`config.mk`:
```
export PLATFORM = sky130hd
export DESIGN_NAME = ro_pair_puf
export DESIGN_NICKNAME = d
export VERILOG_FILES = /design/src/rtl/ro_puf_pkg.sv /design/src/rtl/ro_edge_tap.sv /design/src/rtl/ro_spread_finder.sv /design/src/rtl/ro_pair_puf.sv
export SDC_FILE = /design/constraint.sdc
export NUM_CORES = 1
export LEC_CHECK = 0
export BUFFER_PORTS_ARGS = -buffer_cell sky130_fd_sc_hd__buf_2
export CORE_MARGIN = 2
export CORE_UTILIZATION = 41
export DETAILED_ROUTE_END_ITERATION = 7
export GPL_ROUTABILITY_DRIVEN = 0
export PLACE_DENSITY = 0.58
export SKIP_CTS_REPAIR_TIMING = 1
export SLEW_MARGIN = 25
export SYNTH_ARGS = -nofsm -noshare
export SYNTH_HDL_FRONTEND = slang
export SYNTH_SLANG_ARGS = --single-unit
```
`constraint.sdc`:
```
create_clock -name clk_i -period 19.2 [get_ports clk_i]
set_clock_uncertainty 0.2 [all_clocks]
set_input_delay 0.96 -clock clk_i [delete_from_list [all_inputs] [get_ports clk_i]]
set_output_delay 0.96 -clock clk_i [all_outputs]
set_load 0.005 [all_outputs]
```
`src/rtl/ro_puf_pkg.sv`:
```
package ro_puf_pkg;
  typedef enum logic [1:0] {
    MODE_FREE  = 2'd0,
    MODE_ADJ   = 2'd1,
    MODE_GROUP = 2'd2,
    MODE_RSVD  = 2'd3
  } puf_mode_e;

  typedef enum logic [1:0] {
    ST_IDLE = 2'd0,
    ST_RUN  = 2'd1,
    ST_EVAL = 2'd2
  } puf_state_e;
endpackage

```
`src/rtl/ro_edge_tap.sv`:
```
module ro_edge_tap #(
  parameter int CNT_W = 16
) (
  input  logic             clk_i,
  input  logic             rst_ni,
  input  logic             ro_i,
  input  logic             clr_i,
  input  logic             en_i,
  output logic [CNT_W-1:0] cnt_o
);
  logic [2:0]       sync_q;
  logic             rise;
  logic [CNT_W-1:0] cnt_q;

  always_ff @(posedge clk_i or negedge rst_ni) begin
    if (!rst_ni) sync_q <= '0;
    else         sync_q <= {sync_q[1:0], ro_i};
  end

  assign rise = sync_q[1] & ~sync_q[2];

  // saturating count
  always_ff @(posedge clk_i or negedge rst_ni) begin
    if (!rst_ni)                      cnt_q <= '0;
    else if (clr_i)                   cnt_q <= '0;
    else if (en_i && rise && !(&cnt_q)) cnt_q <= cnt_q + 1'b1;
  end

  assign cnt_o = cnt_q;
endmodule

```
`src/rtl/ro_spread_finder.sv`:
```
module ro_spread_finder #(
  parameter int NUM_RO  = 16,
  parameter int GROUP_K = 8,
  parameter int CNT_W   = 16,
  localparam int NUM_GRP = NUM_RO / GROUP_K,
  localparam int GRP_W   = (NUM_GRP > 1) ? $clog2(NUM_GRP) : 1,
  localparam int K_W     = (GROUP_K > 1) ? $clog2(GROUP_K) : 1
) (
  input  logic [NUM_RO*CNT_W-1:0] cnt_flat_i,
  input  logic [GRP_W-1:0]        grp_i,
  output logic [K_W-1:0]          fast_o,
  output logic [K_W-1:0]          slow_o,
  output logic                    all_eq_o
);
  logic [CNT_W-1:0] max_v, min_v, cur_v;
  int               base;

  always_comb begin
    base   = int'(grp_i) * GROUP_K;
    max_v  = cnt_flat_i[base*CNT_W +: CNT_W];
    min_v  = max_v;
    cur_v  = max_v;
    fast_o = '0;
    slow_o = '0;
    for (int j = 1; j < GROUP_K; j++) begin
      cur_v = cnt_flat_i[(base+j)*CNT_W +: CNT_W];
      if (cur_v > max_v) begin
        max_v  = cur_v;
        fast_o = K_W'(j);
      end
      if (cur_v < min_v) begin
        min_v  = cur_v;
        slow_o = K_W'(j);
      end
    end
    all_eq_o = (max_v == min_v);
  end
endmodule

```
`src/rtl/ro_pair_puf.sv`:
```
module ro_pair_puf
  import ro_puf_pkg::*;
#(
  parameter int NUM_RO     = 16,
  parameter int GROUP_K    = 8,
  parameter int CNT_W      = 16,
  parameter int WIN_CYCLES = 4096,
  localparam int IDX_W   = $clog2(NUM_RO),
  localparam int NUM_GRP = NUM_RO / GROUP_K,
  localparam int GRP_W   = (NUM_GRP > 1) ? $clog2(NUM_GRP) : 1,
  localparam int K_W     = (GROUP_K > 1) ? $clog2(GROUP_K) : 1,
  localparam int WIN_W   = $clog2(WIN_CYCLES + 1)
) (
  input  logic               clk_i,
  input  logic               rst_ni,
  input  logic               start_i,
  input  logic [1:0]         mode_i,
  input  logic [2*IDX_W-1:0] challenge_i,
  input  logic [NUM_RO-1:0]  ro_i,
  output logic               resp_o,
  output logic               tie_o,
  output logic               valid_o,
  output logic               busy_o,
  output logic               err_o
);
  puf_state_e       state_q;
  puf_mode_e        mode_in, mode_q;
  logic [IDX_W-1:0] in_a, in_b, sel_a_q, sel_b_q;
  logic [WIN_W-1:0] win_q;
  logic             chal_ok, accept, reject, run_en;
  logic             resp_q, tie_q, valid_q, err_q;

  logic [NUM_RO*CNT_W-1:0] cnt_flat;

  assign mode_in = puf_mode_e'(mode_i);
  assign in_a    = challenge_i[IDX_W-1:0];
  assign in_b    = challenge_i[2*IDX_W-1:IDX_W];

  always_comb begin
    unique case (mode_in)
      MODE_FREE:  chal_ok = (in_a != in_b);
      MODE_ADJ:   chal_ok = ({1'b0, in_a} + 1'b1 == {1'b0, in_b}) ||
                            ({1'b0, in_b} + 1'b1 == {1'b0, in_a});
      MODE_GROUP: chal_ok = 1'b1;
      default:    chal_ok = 1'b0;
    endcase
  end

  assign accept = (state_q == ST_IDLE) && start_i && chal_ok;
  assign reject = (state_q == ST_IDLE) && start_i && !chal_ok;
  assign run_en = (state_q == ST_RUN);

  for (genvar g = 0; g < NUM_RO; g++) begin : g_tap
    ro_edge_tap #(.CNT_W(CNT_W)) u_tap (
      .clk_i  (clk_i),
      .rst_ni (rst_ni),
      .ro_i   (ro_i[g]),
      .clr_i  (accept),
      .en_i   (run_en),
      .cnt_o  (cnt_flat[g*CNT_W +: CNT_W])
    );
  end

  // pair path
  logic [CNT_W-1:0] cnt_a, cnt_b;
  assign cnt_a = cnt_flat[int'(sel_a_q)*CNT_W +: CNT_W];
  assign cnt_b = cnt_flat[int'(sel_b_q)*CNT_W +: CNT_W];

  // group path
  logic [GRP_W-1:0] grp;
  logic [K_W-1:0]   fast_idx, slow_idx;
  logic             grp_eq;
  assign grp = GRP_W'(int'(sel_a_q) / GROUP_K);

  ro_spread_finder #(
    .NUM_RO  (NUM_RO),
    .GROUP_K (GROUP_K),
    .CNT_W   (CNT_W)
  ) u_spread (
    .cnt_flat_i (cnt_flat),
    .grp_i      (grp),
    .fast_o     (fast_idx),
    .slow_o     (slow_idx),
    .all_eq_o   (grp_eq)
  );

  logic resp_calc, tie_calc;
  always_comb begin
    if (mode_q == MODE_GROUP) begin
      tie_calc  = grp_eq;
      resp_calc = !grp_eq && (fast_idx < slow_idx);
    end else begin
      tie_calc  = (cnt_a == cnt_b);
      resp_calc = (cnt_a > cnt_b);
    end
  end

  always_ff @(posedge clk_i or negedge rst_ni) begin
    if (!rst_ni) begin
      state_q <= ST_IDLE;
      mode_q  <= MODE_FREE;
      sel_a_q <= '0;
      sel_b_q <= '0;
      win_q   <= '0;
      resp_q  <= 1'b0;
      tie_q   <= 1'b0;
      valid_q <= 1'b0;
      err_q   <= 1'b0;
    end else begin
      valid_q <= 1'b0;
      err_q   <= reject;
      unique case (state_q)
        ST_IDLE: if (accept) begin
          state_q <= ST_RUN;
          mode_q  <= mode_in;
          sel_a_q <= in_a;
          sel_b_q <= in_b;
          win_q   <= '0;
        end
        ST_RUN: begin
          win_q <= win_q + 1'b1;
          if (win_q == WIN_W'(WIN_CYCLES - 1)) state_q <= ST_EVAL;
        end
        ST_EVAL: begin
          resp_q  <= resp_calc;
          tie_q   <= tie_calc;
          valid_q <= 1'b1;
          state_q <= ST_IDLE;
        end
        default: state_q <= ST_IDLE;
      endcase
    end
  end

  assign busy_o  = (state_q != ST_IDLE);
  assign valid_o = valid_q;
  assign err_o   = err_q;
  assign resp_o  = resp_q;
  assign tie_o   = tie_q;
endmodule

```
==> insert_results.sql <==
INSERT INTO impl_metrics (metric_group, metric, value, unit) VALUES
('critical_path', 'slowest_delay', '0.57', 'ns'),
('route', 'drt_iter0_markers', '2990', ''),
('flow_run', 'maxCapViolations', '0', ''),
('global_routing', 'largest_net_degree_at_the_start_of_global_routing', '105', ''),
('critical_path', 'path_buf_inv', '10', ''),
('synthesis', 'netlist-cell-type-count', '97', ''),
('finish', 'number_of_nets_in_the_layout', '3576', ''),
('floorplan', 'io_pins', '34', ''),
('timing', 'worst_slew_margin_rel', '30.7', '%'),
('cts', 'ctsHtreeMaxLevel', '2', ''),
('floorplan', 'rows', '99', ''),
('synthesis', 'synth_enable_flop_cells', '0', ''),
('timing', 'fin_crit_sh', '94.8', '%'),
('critical_path', 'worst-path-max-fanout', '36', ''),
('global_routing', 'first_pass_grt_wire_length', '162000', 'um'),
('synthesis', 'synth_cells', '3247', ''),
('timing', 'timing_worst_slew_pin_value', '1.04', 'ns'),
('route', 'drt-wirelength-per-cell', '25.5', 'um'),
('route', 'vias', '27000', ''),
('cts', 'number_of_buffers_on_the_longest_clock_path', '3', ''),
('route', 'drt-pass1-iter-count', '6', ''),
('critical_path', 'required', '19.41', 'ns'),
('timing', 'rsz0062_at_grt', 'no', ''),
('floorplan', 'design.die.area', '75700', 'um^2'),
('timing', 'hold_violations', '0', ''),
('synthesis', 'postSynth.topFlopCell', 'dfrtp_1', ''),
('synthesis', 'syn_std_cell_area', '30200', 'um^2'),
('synthesis', 'synth.yosys.seq_area_share', '27.6', '%'),
('global_routing', 'first_global_vias', '25100', ''),
('cts', 'clock_transition_time_at_the_flip_flop_clock_pins_of_the_worst_setup_and_hold_paths', '0.07', 'ns'),
('synthesis', 'synthArstFlopShare', '100', '%'),
('floorplan', 'initial_standard_cell_utilization_of_the_core', '41.4', '%'),
('synthesis', 'syn-mean-instance-area', '9.29', 'um^2'),
('critical_path', 'setup.worst_path.end_class', 'flip-flop', ''),
('place', 'dpl.hpwl', '85300', 'um'),
('timing', 'finalSetupViolations', '0', ''),
('cts', 'clock_root_buffer', 'clkbuf_16', ''),
('route', 'drt.antenna.violating_nets', '0', ''),
('route', 'avgViaCountPerCell', '6.28', ''),
('floorplan', 'dieHeight', '275', 'um'),
('cts', 'clock_sink_count', '333', ''),
('critical_path', 'critPathKind', 'reg -> reg', ''),
('critical_path', 'worst-endpoint-arrival', '18.42', 'ns'),
('synthesis', 'yosys_warnings', '0', ''),
('critical_path', 'critPathMostFrequentCell', 'o21a_1', ''),
('global_routing', 'gr-total-overflow', '0', ''),
('hold_path', 'holdCritPathClass', 'in -> async', ''),
('finish', 'post_route_cells_drive_above_1_share', '17.0', '%'),
('timing', 'final_max_slew_viol_count', '0', ''),
('route', 'routed_wl', '110000', 'um'),
('critical_path', 'family_with_the_most_delay_on_the_worst_path', 'compound AO/OA/AOI/OAI gates', ''),
('synthesis', 'post_synthesis_sequential_element_count', '333', ''),
('finish', 'n_fill_cell', '7062', ''),
('critical_path', 'critPathSlowestCell', 'a2111o_2', ''),
('global_routing', 'antenna_found_initial', '0', ''),
('status', 'status', 'complete, no violations', ''),
('timing', 'maxClockFrequency', '54.9', 'MHz'),
('timing', 'period_minus_slack', '18.21', 'ns'),
('critical_path', 'timing.critical_path.from_type', 'flip-flop', ''),
('timing', 'totalNegativeSetupSlack', '0', 'ns'),
('cts', 'cts_tree', 'done', ''),
('floorplan', 'core_area', '72800', 'um^2'),
('finish', 'area.growth.synth_to_final', '10.7', '%'),
('place', 'port-buffer-count', '33', ''),
('route', 'drt_drc_violations_left', '0', ''),
('global_routing', 'grt_util_all_layers', '28.7', '%'),
('finish', 'num_antenna_cells', '0', ''),
('cts', 'cts_buffers', '37', ''),
('cts', 'clk_latency', '0.54', 'ns'),
('synthesis', 'mappedNetlistNets', '3511', ''),
('floorplan', 'chipWidth', '275', 'um');
[path summary, 6_finish.rpt]
check	from	to	slack [ns]	depth (start not counted)
setup / recovery	sel_a_q[3]	tie_o	0.99	82
hold / removal	rst_ni	win_q[5]	0.14	1
setup reg to reg	sel_a_q[3]	tie_o	0.99	82
hold reg to reg	g_tap[14].u_tap.sync_q[0]	g_tap[14].u_tap.sync_q[1]	0.15	0
max in group asynchronous	rst_ni	resp_o	16.36	4
min in group clk_i	g_tap[14].u_tap.sync_q[0]	g_tap[14].u_tap.sync_q[1]	0.15	0
[flip-flops by register name, indices dropped and copies added (netlist names), 2 cells and up]
signal and flops:
g_tap.u_tap.sync_q 48, g_tap.u_tap.cnt_o 256, mode_q 2, win_q 13, sel_b_q 4, sel_a_q 4
state_q 2
[final cells by class]
| type | count | area [um^2] | area share (%) |
|---|---|---|---|
| well taps | 959 | 1200 | 3.59 |
| repair buffers | 183 | 1390 | 4.15 |
| inverters | 144 | 541 | 1.62 |
| flip-flops and latches | 333 | 8350 | 25.0 |
| clock inverters | 10 | 134 | 0.401 |
| clock buffers | 51 | 1040 | 3.11 |
| multi-input cells | 2613 | 20700 | 62.1 |
[per-stage QoR]
| stage | hold slack, ns | worst slack (ns) | area, um^2 | cells | utilization (%) |
|---|---|---|---|---|---|
| 2_1_floorplan | 0.131 | 0.0345 | 30200 | 3247 | - |
| 4_1_cts | 0.148 | 0.635 | 33200 | 4288 | 45.6 |
| 5_1_grt | 0.154 | 0.00797 | 33400 | 4293 | 45.8 |
| 3_5_place_dp | 0.135 | 0.726 | 32000 | 4227 | 44.0 |
| 3_3_place_gp | 0.132 | 0.871 | 32000 | 4227 | 44.0 |
| 6_report | 0.144 | 0.995 | 33400 | 4293 | 45.8 |
[synth_stat cells, types with 6 or more instances]
master     count  area, um^2
a2111oi_0      6        52.6
a211o_1        9        78.8
a211oi_1      17         128
a21boi_0       7        52.6
a21o_1        47         353
a21oi_1      111         556
a221oi_1       6        52.6
a22oi_1       22         165
a311oi_1       6        52.6
a31oi_1       36         225
a41oi_1        8        70.1
and2_1        23         144
and3_1        48         300
and4_1        23         201
buf_1         18        67.6
buf_2         22         110
clkbuf_1     108         405
dfrtp_1      333        8330
ha_1         235        2940
inv_1        141         529
mux2_2        98        1100
mux2i_1      106        1060
mux4_2       160        3600
nand2_1      242         908
nand2b_1      15        93.8
nand3_1      102         510
nand3b_1      11        82.6
nand4_1       93         582
nor2_1       418        1570
nor2b_1       24         150
nor3_1        67         335
nor3b_1        6        45.0
nor4_1        20         125
o2111ai_1      7        61.3
o211ai_1      27         203
o21a_1        40         300
o21ai_0      151         756
o221ai_1       8        70.1
o22ai_1        9        56.3
o31ai_1       16         120
or3_1         26         163
xnor2_1      115        1010
xor2_1       139        1220
[placed cells by master, fill, tap and decap left out, types with 17 or more instances in the layout]
| cell | instances |
|---|---|
| nor2_1 | 418 |
| dfrtp_1 | 327 |
| nand2_1 | 242 |
| ha_1 | 235 |
| mux4_2 | 160 |
| o21ai_0 | 150 |
| inv_1 | 141 |
| buf_4 | 141 |
| xor2_1 | 139 |
| xnor2_1 | 115 |
| a21oi_1 | 110 |
| nand3_1 | 102 |
| mux2i_1 | 101 |
| mux2_2 | 98 |
| nand4_1 | 93 |
| nor3_1 | 67 |
| a21o_1 | 47 |
| and3_1 | 46 |
| o21a_1 | 39 |
| clkbuf_16 | 37 |
| a31oi_1 | 35 |
| buf_2 | 32 |
| o211ai_1 | 27 |
| or3_1 | 26 |
| nor2b_1 | 23 |
| and2_1 | 23 |
| and4_1 | 23 |
| a22oi_1 | 22 |
| nor4_1 | 19 |
| a211oi_1 | 17 |
[kinds of logic after synthesis]
group	count (synthesis)	synth area share (%)
simple gates	1145	18.1
compound gates	614	13.9
mux	365	19.2
flops	333	27.6
buf+inv	301	4.00
xor+xnor	254	7.38
fa+ha+maj	235	9.75
[per-layer routing]
| layer | part of all wire [%] | global-route usage [%] | vias up |
|---|---|---|---|
| li1 | - | - | 12200 |
| met1 | 42 | 40.5 | 13200 |
| met2 | 43 | 42.4 | 1351 |
| met3 | 8.5 | 4.19 | 302 |
| met4 | 6.5 | 15.2 | 0 |
| met5 | 0 | 0 | - |
Power is left out: the tool's default activity adds up to more than one toggle a clock period on the data nets, which glitch-free logic cannot reach.
